**src/rtl/voltfmt_pkg.sv**
```systemverilog
package voltfmt_pkg;
  localparam int SEG_W = 7;
  typedef logic [3:0]       bcd_t;
  typedef logic [SEG_W-1:0] seg_t;

  function automatic bcd_t cadd3(input bcd_t x);
    return (x >= 4'd5) ? bcd_t'(x + 4'd3) : x;
  endfunction
endpackage

```
**src/rtl/voltfmt_bin2bcd.sv**
```systemverilog
module voltfmt_bin2bcd #(
  parameter int IN_W   = 9,
  parameter int DIGITS = 3
) (
  input  logic [IN_W-1:0]     bin,
  output logic [4*DIGITS-1:0] bcd
);
  import voltfmt_pkg::*;
  localparam int BW = 4 * DIGITS;

  logic [BW-1:0] stage [0:IN_W];
  assign stage[0] = '0;

  for (genvar s = 0; s < IN_W; s++) begin : g_step
    logic [BW-1:0] adj;
    for (genvar d = 0; d < DIGITS; d++) begin : g_cell
      assign adj[4*d +: 4] = cadd3(stage[s][4*d +: 4]);
    end
    assign stage[s+1] = {adj[BW-2:0], bin[IN_W-1-s]};
  end

  assign bcd = stage[IN_W];
endmodule

```
**src/rtl/voltfmt_seg7.sv**
```systemverilog
module voltfmt_seg7 (
  input  voltfmt_pkg::bcd_t digit,
  input  logic              en,
  output voltfmt_pkg::seg_t seg
);
  import voltfmt_pkg::*;
  seg_t pat;
  always_comb begin
    unique case (digit)
      4'd0: pat = 7'h3F;
      4'd1: pat = 7'h06;
      4'd2: pat = 7'h5B;
      4'd3: pat = 7'h4F;
      4'd4: pat = 7'h66;
      4'd5: pat = 7'h6D;
      4'd6: pat = 7'h7D;
      4'd7: pat = 7'h07;
      4'd8: pat = 7'h7F;
      4'd9: pat = 7'h6F;
      default: pat = 7'h00;
    endcase
  end
  assign seg = en ? pat : '0;
endmodule

```
**src/rtl/voltfmt_hold.sv**
```systemverilog
module voltfmt_hold #(
  parameter int W = 8
) (
  input  logic         clk,
  input  logic         rst_n,
  input  logic         in_valid,
  output logic         in_ready,
  input  logic [W-1:0] in_data,
  output logic         out_valid,
  input  logic         out_ready,
  output logic [W-1:0] out_data
);
  logic         full_q;
  logic [W-1:0] data_q;
  logic         take;

  assign in_ready = !full_q || out_ready;
  assign take     = in_valid && in_ready;

  always_ff @(posedge clk) begin
    if (!rst_n) begin
      full_q <= 1'b0;
      data_q <= '0;
    end else begin
      if (take) begin
        full_q <= 1'b1;
        data_q <= in_data;
      end else if (out_ready) begin
        full_q <= 1'b0;
      end
    end
  end

  assign out_valid = full_q;
  assign out_data  = data_q;
endmodule

```
**src/rtl/voltfmt_top.sv**
```systemverilog
module voltfmt_top #(
  parameter int CODE_W = 8,
  parameter int DIGITS = 3
) (
  input  logic                  clk,
  input  logic                  rst_n,
  input  logic                  in_valid,
  output logic                  in_ready,
  input  logic [CODE_W-1:0]     in_code,
  output logic                  out_valid,
  input  logic                  out_ready,
  output logic [7*DIGITS-1:0]   seg_o,
  output logic [DIGITS-1:0]     dp_o
);
  import voltfmt_pkg::*;
  localparam int DBL_W = CODE_W + 1;

  logic [CODE_W-1:0]   held_code;
  logic [DBL_W-1:0]    doubled;
  logic [4*DIGITS-1:0] bcd;

  voltfmt_hold #(.W(CODE_W)) u_hold (
    .clk      (clk),
    .rst_n    (rst_n),
    .in_valid (in_valid),
    .in_ready (in_ready),
    .in_data  (in_code),
    .out_valid(out_valid),
    .out_ready(out_ready),
    .out_data (held_code)
  );

  assign doubled = {held_code, 1'b0};

  voltfmt_bin2bcd #(.IN_W(DBL_W), .DIGITS(DIGITS)) u_bcd (
    .bin(doubled),
    .bcd(bcd)
  );

  for (genvar i = 0; i < DIGITS; i++) begin : g_digit
    voltfmt_seg7 u_dec (
      .digit(bcd[4*i +: 4]),
      .en   (out_valid),
      .seg  (seg_o[7*i +: 7])
    );
    assign dp_o[i] = out_valid && (i == DIGITS - 1);
  end
endmodule

```
**config.mk**
```make
export PLATFORM = sky130hd
export DESIGN_NAME = voltfmt_top
export DESIGN_NICKNAME = d
export VERILOG_FILES = /design/src/rtl/voltfmt_pkg.sv /design/src/rtl/voltfmt_bin2bcd.sv /design/src/rtl/voltfmt_seg7.sv /design/src/rtl/voltfmt_hold.sv /design/src/rtl/voltfmt_top.sv
export SDC_FILE = /design/constraint.sdc
export NUM_CORES = 1
export LEC_CHECK = 0
export ABC_AREA = 1
export CORE_UTILIZATION = 52
export DETAILED_ROUTE_END_ITERATION = 12
export PLACE_DENSITY = 0.81
export SLEW_MARGIN = 20
export SYNTH_ARGS = -nofsm -noshare
export SYNTH_HDL_FRONTEND = slang
export SYNTH_SLANG_ARGS = --single-unit
```
**constraint.sdc**
```tcl
create_clock -name clk -period 6.3 [get_ports clk]
set_input_delay 0.63 -clock clk [delete_from_list [all_inputs] [get_ports clk]]
set_output_delay 0.63 -clock clk [all_outputs]
set_load 0.005 [all_outputs]
```
Word level (Yosys, flattened, before mapping)
Memories as Yosys holds them, arrays and structs flattened.
Cells that the tools add are included.

storage, ports and cells
  bits in registers = 9
  bits in read-only memories = 336
  input port bits = 12
  output and inout bits = 26
  word-level logic and storage cells = 77
  memories = 3

memory list
  memory           words  width  rd ports  clocked after Yosys merged registers in  write ports  RTL line           source
  (no name shown)  16     7      1         0                                        0            voltfmt_seg7.sv:9  unique case (digit)
  (no name shown)  16     7      1         0                                        0            voltfmt_seg7.sv:9
  (no name shown)  16     7      1         0                                        0            voltfmt_seg7.sv:9

operators by class
  add/subtract/negate cells = 21
  order comparisons = 21
  muxes and demuxes = 26
  reductions and logical operators = 4

operators with widths
  kind                   count
  $ge A4 B3 Y1 const B   18
  $mux W4                15
  $add A4 B2 Y4 const B  13
  $mux W7                3
  $mux W3                6
  $add A3 B2 Y3 const B  5
  $add A1 B2 Y3 const B  3
  $ge A1 B3 Y1 const B   3
  $mux W1                2
  $reduce_bool A2 Y1     1
  $logic_and A1 B1 Y1    1
  $logic_not A1 Y1       1
  $logic_or A1 B1 Y1     1

Longest topological paths before layout
Gate-level depths: netlist of the first run.
An unclocked memory read counts as a cell.

  depth in word-level cells = 18
  gate-level depth with buffers = 45
  gate-level depth less buffers = 45

Modules after synthesis
A second synthesis of the first run with hierarchy kept.

second synthesis, totals
  cell total of the unflattened synthesis = 352
  area, all modules = 2049.5 sq um

modules (own cells, without submodules)
  module           times used  cells each  area each (sq um)
  voltfmt_bin2bcd  1           186         1038.5
  voltfmt_seg7     3           35          186.4
  voltfmt_hold     1           57          425.4
  voltfmt_top      1           4           26.3

Least setup slack after synthesis of the first run
No wires, ideal clock.

  path kind = register to output
  start point = reg u_hold.data_q[6] (netlist: u_hold.out_data[6])
  end point = out seg_o[10]
  data arrival time = 4.661 ns
  data required time = 5.670 ns
  setup slack = 1.009 ns
  cell stages (with the launch flop) = 43
  cells stage by stage = dfxtp_1 -> inv_1 -> ha_1 -> nand2_2 -> nand2_1 -> nand2_1 -> nand2_1 -> ha_1 -> nand2_1 -> nand3_1 -> nand2_1 -> nand2_1 -> nand2_1 -> inv_1 -> ha_1 -> nor2_1 -> inv_1 -> nand3_2 -> (+7 left out) -> inv_1 -> nand3_1 -> nand2_1 -> ha_1 -> nand2_1 -> nand3_4 -> nand2_2 -> nand2_4 -> ha_1 -> nand2_2 -> nand3_2 -> nand2_1 -> nand2_1 -> ha_1 -> inv_1 -> nor2_1 -> nor2_1 -> nor2_2

between the ends
  cells in the longest elaborated chain, start to end = 16
  elaborated cells between the ends (all ways) = 41
  those cells by class = add/sub (13); order compare (13); mux (14); memory (1)

ends and longest elaborated chain
  element                                               RTL line            source
  from (decl)                                           voltfmt_hold.sv:14  logic [W-1:0] data_q;
  from (signal assigned)                                voltfmt_hold.sv:27  data_q <= in_data;
  $add A4 B2 Y4 / $ge A4 B3 Y1 (equally long branches)  voltfmt_pkg.sv:7    return (x >= 4'd5) ? bcd_t'(x + 4'd3) : x;
  $mux W4 (*)                                           voltfmt_pkg.sv:7
  $add A4 B2 Y4 / $ge A4 B3 Y1 (equally long branches)  voltfmt_pkg.sv:7
  $mux W4                                               voltfmt_pkg.sv:7
  $add A4 B2 Y4 / $ge A4 B3 Y1 (equally long branches)  voltfmt_pkg.sv:7
  $mux W4                                               voltfmt_pkg.sv:7
  $add A4 B2 Y4 / $ge A4 B3 Y1 (equally long branches)  voltfmt_pkg.sv:7
  $mux W4                                               voltfmt_pkg.sv:7
  $add A4 B2 Y4 / $ge A4 B3 Y1 (equally long branches)  voltfmt_pkg.sv:7
  $mux W4                                               voltfmt_pkg.sv:7
  $add A4 B2 Y4 / $ge A4 B3 Y1 (equally long branches)  voltfmt_pkg.sv:7
  $mux W4                                               voltfmt_pkg.sv:7
  $add A4 B2 Y4 / $ge A4 B3 Y1 (equally long branches)  voltfmt_pkg.sv:7
  $mux W4                                               voltfmt_pkg.sv:7
  $mem_v2 Z16 W7 (*)                                    -
  $mux W7 (*)                                           voltfmt_seg7.sv:23  assign seg = en ? pat : '0;
  to (decl)                                             voltfmt_top.sv:12   output logic [7*DIGITS-1:0] seg_o,

Mark *: on every way between the ends. The rest lies on a longest branch, timed or not.

Final worst setup path of the first run
  start point = reg u_hold.data_q[6] (netlist: u_hold.out_data[6])
  end point = out seg_o[9]

The elaborated chain is that of the path after synthesis.

==> results of run 1 <==
cells in the final DEF (no fill, tap or decap), types with 8 or more instances in the layout:
cell	n
a21oi_1	15
clkdlybuf4s50_1	30
ha_1	13
inv_1	40
inv_2	8
nand2_1	70
nand2_2	24
nand2_4	11
nand3_1	26
nor2_1	16
o21ai_0	10
worst reg2reg max path: cells and delay by family, from the launching register on:
kind            cells  cell delay, ps
simple gates        2             690
buf+inv             1             200
flops               1             590
compound gates      2             270
power groups by stage:
stage	Combinational (mW)	Clock, mW	Sequential, mW
global route	1.01	0.0480	0.0683
finish	0.889	0.0446	0.0681
global placement	0.819	0	0.0678
floorplan	0.638	0	0.0658
CTS	0.853	0.0463	0.0669
detailed placement	0.833	0	0.0681
state kept, by name (all words and copies together), names as in the netlist:
signal	count
u_hold.out_valid	1
u_hold.out_data	8
stage by stage:
stage | instance area [um2] | hold WS [ps] | instances
6_report | 2347 | 515.9 | 378
3_3_place_gp | 2155 | 504.3 | 369
3_5_place_dp | 2155 | 519.9 | 369
4_1_cts | 2208 | 528.8 | 374
5_1_grt | 2347 | 543.2 | 378
2_1_floorplan | 1795 | 481.9 | 297
layer usage:
metal	vias to the layer above	GRT usage [%]
li1	1013	-
met1	820	26.87
met2	31	40.66
met3	5	0.6397
met4	0	5.844
met5	-	0
timing repair:
action / CTS / global route
setup buffers: 1 / 4
endpoints found under the setup margin: 3 / 14
pin swaps: 2 / 7
resized for setup: 7 / 32
how the worst max path moves through the flow:
| stage | slack [ps] | end | cells after the start | startpoint |
|---|---|---|---|---|
| 2_1_floorplan | 1010 | seg_o[10] | 42 | u_hold.out_data[6] |
| 3_3_place_gp | 230 | seg_o[10] | 43 | u_hold.out_data[6] |
| 3_5_place_dp | 120 | seg_o[10] | 45 | u_hold.out_data[6] |
| 4_1_cts | 0.3 | seg_o[10] | 44 | u_hold.out_data[6] |
| 5_1_grt | -80 | seg_o[9] | 44 | u_hold.out_data[6] |
| 6_report | 340 | seg_o[9] | 43 | u_hold.out_data[6] |
cells by family after synthesis:
kind of cell	synth area share (%)
buf+inv	13.27
simple gates	51.54
fa+ha+maj	13.27
xor+xnor	2.235
other cells	0.2093
flops	10.06
compound gates	9.428
cell type report:
class / instances / area share (%)
repair buffers: 41 / 17.38
inverters: 49 / 7.942
well taps: 44 / 2.345
clock buffers: 3 / 0.9595
flip-flops and latches: 9 / 7.783
multi-input cells: 231 / 63.38
clock inverters: 1 / 0.2132
==> impl_metrics.csv, run 1 <==
group,metric,value,unit
clocking,clk_pin_slew_worst_paths,60,ps
route,routed_wl,3.746,mm
logic_synthesis,synth_commonest_cells,"nand2_1, inv_1, nand3_1, ha_1, nand2_2",
logic_synthesis,synth.avg_cell_area,6.053,um2
sta,min_period_over_period,94.64,%
global_routing,grt_pass1_vias,1643,
place,port_buffers,35,
sta,timing.final.max_slew_violations,0,
route,vias,1869,
power_and_ir_drop,p_int,0.4396,mW
logic_synthesis,seq_area_frac_synth,10.06,%
sta,skew,5.913,ps
final_layout,diodes,0,
clocking,cts_hold_buffers,0,
sta,setup_viol,0,
hold_path,min_path_type,"reg -> reg",
final_layout,syn2layout_area_growth,31.01,%
setup_path,rr_startpoint,"u_hold.out_valid",
power_and_ir_drop,comb_power_share,88.8,%
setup_path,crit_arrival,5330,ps
clocking,root_buffer,"clkbuf_4",
sta,layout_setup_ws,337.6,ps
power_and_ir_drop,clkPwrFrac,4.4,%
power_and_ir_drop,swShare,56.09,%
sta,hold_viol_final,0,
logic_synthesis,synth_most_common_cell,"nand2_1",
job,maxCapViolations,0,
die,rows,20,
clocking,insertion_delay,270,ps
place,gp_congestion,0.8110,
power_and_ir_drop,p_per_area,426.5,nW/um2
global_routing,grt_pass1_wl,6.272,mm
route,drc_errors,0,
route,wl_met1,1.781,mm
route,drt_first_pass_iters,4,
clocking,cts_buffer_depth,2,
power_and_ir_drop,switching_power,0.5616,mW
power_and_ir_drop,p_leak,1.338,nW
die,start_util,56.83,%
global_routing,grt_usage,21.61,%
final_layout,multi_input_area,1488,um2
die,ios,38,
route,drtIter0Drc,63,
route,routed-wl-met2,1.847,mm
setup_path,critPathSlowestCell,"clkdlybuf4s50_1",
route,highest_layer,"met4",
global_routing,antenna_found_initial,0,
setup_path,cp.buffers_inverters,11,
power_and_ir_drop,power,1.001,mW
setup_path,path_class,"reg -> out",
logic_synthesis,async_reset_ff_share,0,%
clocking,numCtsBuffers,3,
route,wl_per_cell,9.910,um
sta,max_freq,167.7,MHz
clocking,cts_tree,"done",
route,met3_length,71,um
place,dp_hpwl,2.963,mm
hold_path,holdCritStartpoint,"u_hold.out_data[6]",
die,die_area,3684,um2
global_routing,grt_max_degree,17,
final_layout,drive_above_1_share,25.45,%
hold_path,holdPathEnd,"u_hold.out_data[6]",
setup_path,r2r_end,"u_hold.out_data[2]",
logic_synthesis,yosys_warnings,0,
logic_synthesis,netlist_instances,296,
power_and_ir_drop,power_frac_seq,6.8,%
logic_synthesis,yosysTopAreaCell,"nand2_1",
logic_synthesis,synth_ff_type,"dfxtp_1",
final_layout,nets,366,
final_layout,n_fill_cell,272,
route,vias_per_cell,4.944,
power_and_ir_drop,ir_drop,0.2763,mV
final_layout,regArea,182.7,um2
clocking,htreeDepth,1,
setup_path,cp_max_fo,6,
global_routing,overflow,0,
logic_synthesis,synth_top_area_share,16.34,%
final_layout,fin_util,74.44,%
route,final_antenna_net_count,0,
logic_synthesis,synth.distinct_cells,30,
sta,fin_tns_setup,0,ps
setup_path,crit_top_cell,"nand2_2",
logic_synthesis,yosys_register_bits,9,
die,die_x,60.70,um
setup_path,critPathRequiredTime,5670,ps
logic_synthesis,yosys-top-cells-area,"nand2_1, ha_1, dfxtp_1",
die,die_h,60.70,um
setup_path,cp_slowest_stage_delay,500,ps
sta,fin_crit,5962,ps
setup_path,reg2reg_slack,4470,ps
logic_synthesis,synth_edf_count,0,
run_status,status,"finished clean",
setup_path,cp_top_family,"simple AND/OR/NAND/NOR gates",
clocking,cts_sinks,9,
die,coreArea,3153,um2
logic_synthesis,synthesis.area,1792,um2
place,pre_cts_ws,120.9,ps
hold_path,min_delay_path_depth,2,
setup_path,critPathLaunchType,"flip-flop",
setup_path,r2r_cells,5,
setup_path,crit_path_end_kind,"output port",
No activity file was read; power rests on OpenSTA's default activity.
==> inputs of run 2 (changes only) <==
--- a/config.mk
+++ b/config.mk
@@ -6,9 +6,10 @@
 export NUM_CORES = 1
 export LEC_CHECK = 0
 export ABC_AREA = 1
+export CORE_ASPECT_RATIO = 1.25
 export CORE_UTILIZATION = 52
 export DETAILED_ROUTE_END_ITERATION = 12
-export PLACE_DENSITY = 0.81
+export PLACE_DENSITY = 0.82
 export SLEW_MARGIN = 20
 export SYNTH_ARGS = -nofsm -noshare
 export SYNTH_HDL_FRONTEND = slang
==> impl_metrics.csv, run 2 (synthesis results as in run 1) <==
group,metric,value,unit
place,dp_hpwl,2.947,mm
route,final_antenna_net_count,0,
route,vias,1851,
final_layout,fin_util,70.91,%
setup_path,r2r_end,"u_hold.out_data[1]",
global_routing,antenna_found_initial,0,
setup_path,critPathLaunchType,"flip-flop",
die,start_util,55.10,%
global_routing,overflow,0,
place,port_buffers,35,
setup_path,cp_max_fo,6,
setup_path,crit_top_cell,"nand2_1",
route,drc_errors,0,
setup_path,critPathRequiredTime,5670,ps
die,die_area,3686,um2
place,gp_congestion,0.8461,
die,die_x,54.50,um
sta,hold_viol_final,0,
global_routing,grt_pass1_vias,1668,
setup_path,critPathSlowestCell,"clkdlybuf4s50_1",
hold_path,min_path_type,"reg -> reg",
setup_path,r2r_cells,5,
route,drtIter0Drc,48,
setup_path,reg2reg_slack,4490,ps
power_and_ir_drop,p_leak,1.387,nW
setup_path,rr_startpoint,"u_hold.out_valid",
clocking,htreeDepth,1,
clocking,cts_sinks,9,
power_and_ir_drop,p_per_area,452.3,nW/um2
setup_path,crit_path_end_kind,"output port",
setup_path,cp_slowest_stage_delay,490,ps
final_layout,final_cell_mix,"nand2_1, inv_1, nand3_1, nand2_2, clkdlybuf4s50_1",
sta,min_period_over_period,92.68,%
final_layout,largest_reg_flops,8,
setup_path,crit_end,"seg_o[13]",
job,maxCapViolations,0,
clocking,root_buffer,"clkbuf_8",
clocking,cts_tree,"done",
die,rows,23,
route,vias_per_cell,5.016,
die,die_h,67.63,um
sta,skew,1.186,ps
sta,fin_tns_setup,0,ps
global_routing,grt_pass1_wl,6.341,mm
setup_path,startpoint,"u_hold.out_data[6]",
place,dp_cells,362,
route,routed_wl,3.732,mm
final_layout,diodes,0,
final_layout,nets,364,
die,ios,38,
route,drt_first_pass_iters,4,
final_layout,finalNonFillerCells,369,
sta,timing.final.max_slew_violations,0,
run_status,status,"finished clean",
final_layout,syn2layout_area_growth,28.70,%
sta,fin_crit,5839,ps
setup_path,path_class,"reg -> out",
final_layout,drive_above_1_share,23.19,%
clocking,cts_hold_buffers,0,
power_and_ir_drop,ir_drop,0.3801,mV
sta,setup_viol,0,
clocking,insertion_delay,220,ps
clocking,numCtsBuffers,3,
sta,max_freq,171.3,MHz
route,wl_per_cell,10.11,um
sta,whs,515.9,ps
global_routing,grt_max_degree,17,
clocking,cts_buffer_depth,2,
die,coreArea,3252,um2
clocking,clk_pin_slew_worst_paths,40,ps
global_routing,grt_usage,22.26,%
final_layout,mostFrequentLayoutCell,"nand2_1",
setup_path,crit_arrival,5210,ps
place,dpl-instance-area,2146,um2
final_layout,design_area,2306,um2
## run 2: cell count changes in the layout (fill, tap and decap cells not counted), moves of 2 or more
cell / before / now
clkdlybuf4s50_1: 30 / 26
dlymetal6s2s_1: 5 / 9
clkbuf_4: 3 / 0
clkbuf_8: 0 / 3
ha_4: 3 / 0
buf_4: 6 / 4
ha_1: 13 / 15
inv_1: 40 / 42
nand2_2: 24 / 26
nand2_4: 11 / 9
## run 2: worst min-delay path by stage
stage / end / startpoint / depth (start not counted) / slack (ps)
finish: u_hold.out_data[6] / u_hold.out_data[6] / 2 / 520
global route: u_hold.out_data[6] / u_hold.out_data[6] / 2 / 540
CTS: u_hold.out_data[0] / u_hold.out_data[0] / 2 / 540
detailed placement: u_hold.out_data[0] / u_hold.out_data[0] / 2 / 530
global placement: u_hold.out_data[0] / u_hold.out_data[0] / 2 / 500
floorplan: u_hold.out_data[0] / u_hold.out_data[0] / 2 / 480
## run 2: timing repair
item / CTS / global route
buffers inserted: 0 / 3
endpoints found under the setup margin: 1 / 14
pin swaps: 1 / 5
cloned: 0 / 0
gates resized for setup: 4 / 29
## run 2: routing by layer
layer,track usage [%],vias up,share of wire (%)
li1,-,1000,-
met3,2.027,0,2.3
met2,43.29,28,55
met4,5.769,0,0
met5,0,-,0
met1,24.47,823,43
## run 2: metrics by stage
stage               power, mW  worst slack (ps)
floorplan              0.7038              1009
global placement       0.8812             328.9
detailed placement     0.9030             148.4
CTS                    0.9849             8.813
global route            1.181            -53.48
finish                  1.043             461.2
## run 2: area by class of cell
cell class / count / area, um2
multi-input cells: 231 / 1446
repair buffers: 39 / 402.9
clock buffers: 4 / 45.04
inverters: 49 / 183.9
fillers: 285 / 945.9
well taps: 37 / 46.29
flip-flops and latches: 9 / 181.4
## run 2: where the power goes
group	switching (mW)	total, mW	internal [mW]	leakage [nW]
registers	0.00554	0.0675	0.0619	0.0751
logic	0.544	0.911	0.367	1.29
clock network	0.0205	0.0644	0.0439	0.0228
## run 2: critical path: cells and delay by family (launching register included)
family	cells	cell delay, ps
flops	1	330
simple gates	27	2480
compound gates	2	140
buf+inv	9	1160
fa+ha+maj	5	920
==> inputs of run 3 (changes only) <==
--- a/config.mk
+++ b/config.mk
@@ -6,10 +6,12 @@
 export NUM_CORES = 1
 export LEC_CHECK = 0
 export ABC_AREA = 1
+export CELL_PAD_IN_SITES_DETAIL_PLACEMENT = 1
+export CELL_PAD_IN_SITES_GLOBAL_PLACEMENT = 2
 export CORE_ASPECT_RATIO = 1.25
-export CORE_UTILIZATION = 52
+export CORE_UTILIZATION = 27
 export DETAILED_ROUTE_END_ITERATION = 12
-export PLACE_DENSITY = 0.82
+export PLACE_DENSITY = 0.83
 export SLEW_MARGIN = 20
 export SYNTH_ARGS = -nofsm -noshare
 export SYNTH_HDL_FRONTEND = slang
==> impl_metrics.csv, run 3 (synthesis results as in run 1) <==
group,metric,value,unit
route,highest_layer,"met4",
setup_path,r2r_cells,5,
clocking,cts_buffer_depth,2,
setup_path,crit_arrival,5280,ps
global_routing,antenna_found_initial,0,
final_layout,n_fill_cell,835,
place,port_buffers,35,
setup_path,cp_top_family,"simple AND/OR/NAND/NOR gates",
final_layout,drive_above_1_share,26.33,%
setup_path,crit_path_end_kind,"output port",
sta,setup_viol,0,
sta,rsz0062_at_grt,"yes",
sta,whs,518.6,ps
clocking,htreeDepth,1,
sta,min_period_over_period,93.80,%
sta,timing.final.max_slew_violations,0,
setup_path,cp.buffers_inverters,10,
final_layout,nets,370,
hold_path,min_delay_path_depth,2,
die,coreArea,6286,um2
die,die_h,93.08,um
power_and_ir_drop,p_per_area,453.9,nW/um2
sta,skew,1.381,ps
place,gp_congestion,0.7615,
final_layout,diodes,0,
global_routing,grt_usage,14.03,%
route,vias_per_cell,4.527,
final_layout,final_cell_mix,"nand2_1, inv_1, clkdlybuf4s50_1",
final_layout,largest_reg_flops,8,
setup_path,critPathSlowestCell,"clkdlybuf4s50_1",
setup_path,critPathRequiredTime,5670,ps
sta,max_freq,169.2,MHz
route,final_antenna_net_count,0,
route,wl_per_cell,10.88,um
clocking,clk_pin_slew_worst_paths,40,ps
global_routing,grt_pass1_wl,8.024,mm
route,met3_length,51,um
setup_path,startpoint,"u_hold.out_data[6]",
setup_path,crit_end,"seg_o[11]",
setup_path,crit_top_cell,"nand2_2",
job,maxCapViolations,0,
setup_path,cp_slowest_stage_delay,510,ps
setup_path,path_class,"reg -> out",
route,vias,1915,
setup_path,reg2reg_slack,4440,ps
route,drc_errors,0,
setup_path,rr_startpoint,"u_hold.out_valid",
place,dp_hpwl,3.788,mm
final_layout,mostFrequentLayoutCell,"nand2_1",
global_routing,grt_max_degree,17,
die,die_area,6968,um2
clocking,numCtsBuffers,3,
final_layout,multi_input_area,1448,um2
clocking,cts_tree,"done",
power_and_ir_drop,ir_drop,0.1471,mV
setup_path,r2r_end,"u_hold.out_data[3]",
clocking,insertion_delay,230,ps
setup_path,cp_max_fo,5,
die,ios,38,
final_layout,syn2layout_area_growth,33.94,%
route,wl_met1,1.988,mm
route,drtIter0Drc,64,
setup_path,critPathLaunchType,"flip-flop",
run_status,status,"finished clean",
power_and_ir_drop,power,1.089,mW
sta,hold_viol_final,0,
die,rows,32,
sta,layout_setup_ws,390.5,ps
route,routed-wl-met2,2.542,mm
global_routing,overflow,0,
die,die_x,74.86,um
global_routing,grt_pass1_vias,1961,
hold_path,min_path_type,"reg -> reg",
power_and_ir_drop,p_leak,1.317,nW
die,start_util,28.50,%
clocking,root_buffer,"clkbuf_8",
sta,fin_crit,5910,ps
place,pre_cts_ws,7.869,ps
route,routed_wl,4.602,mm
route,drt_first_pass_iters,4,
clocking,cts_sinks,9,
setup_path,crit_cells,43,
final_layout,regArea,181.4,um2
-- run 3: cell types whose count changed in the layout (fill, tap and decap cells not counted) --
| cell | delta |
|---|---|
| clkdlybuf4s50_1 | +5 |
| nand2_1 | -3 |
| nand2_4 | -1 |
| buf_4 | +6 |
| nand2_2 | +4 |
| dlymetal6s2s_1 | -5 |
| inv_1 | -2 |
| nor2_2 | +1 |
| inv_2 | +2 |
| nor2_4 | -1 |
| o21ai_2 | +1 |
| o21ai_1 | -1 |
-- run 3: report_power, final --
part | leakage [nW] | total (mW) | internal (mW) | switching, mW
logic | 1.22 | 0.957 | 0.393 | 0.564
registers | 0.0751 | 0.0674 | 0.0619 | 0.00549
clock network | 0.0228 | 0.0650 | 0.0439 | 0.0211
-- run 3: layout make-up --
class,instances,area share (%)
well taps,85,4.432
repair buffers,45,18.14
flip-flops and latches,9,7.560
clock buffers,4,1.877
multi-input cells,231,60.32
inverters,49,7.664
-- run 3: per-layer routing --
| metal | vias to the layer above | GRT usage (%) |
|---|---|---|
| met5 | - | 0 |
| met4 | 0 | 2.830 |
| met3 | 2 | 0.3233 |
| met2 | 23 | 26.88 |
| met1 | 875 | 16.88 |
| li1 | 1015 | - |
-- run 3: worst min path at each step --
| stage | start | end |
|---|---|---|
| 6_report | u_hold.out_data[6] | u_hold.out_data[6] |
| 5_1_grt | u_hold.out_data[6] | u_hold.out_data[6] |
| 4_1_cts | u_hold.out_data[0] | u_hold.out_data[0] |
| 3_5_place_dp | u_hold.out_data[0] | u_hold.out_data[0] |
| 3_3_place_gp | u_hold.out_data[0] | u_hold.out_data[0] |
| 2_1_floorplan | u_hold.out_data[0] | u_hold.out_data[0] |
-- run 3: worst reg2reg max path: cells and delay by family (launching register included) --
| family | cells | cell delay, ps |
|---|---|---|
| buf+inv | 1 | 210 |
| flops | 1 | 590 |
| compound gates | 2 | 280 |
| simple gates | 2 | 710 |
-- run 3: per-stage QoR --
step	utilization, %	instance area, um2	setup TNS (ps)	cells
after global routing	38.18	2400	-158.4	423
final	38.18	2400	0	423
after detailed placement	35.21	2213	0	411
after floorplan	-	1795	0	297
after global placement	35.21	2213	0	411
after CTS	36.27	2280	0	416
-- run 3: timing repair --
action / CTS / global route
setup endpoints to repair: 5 / 14
hold buffers: 0 / 0
resized for setup: 8 / 24
pin swaps: 1 / 9
setup buffers: 1 / 7
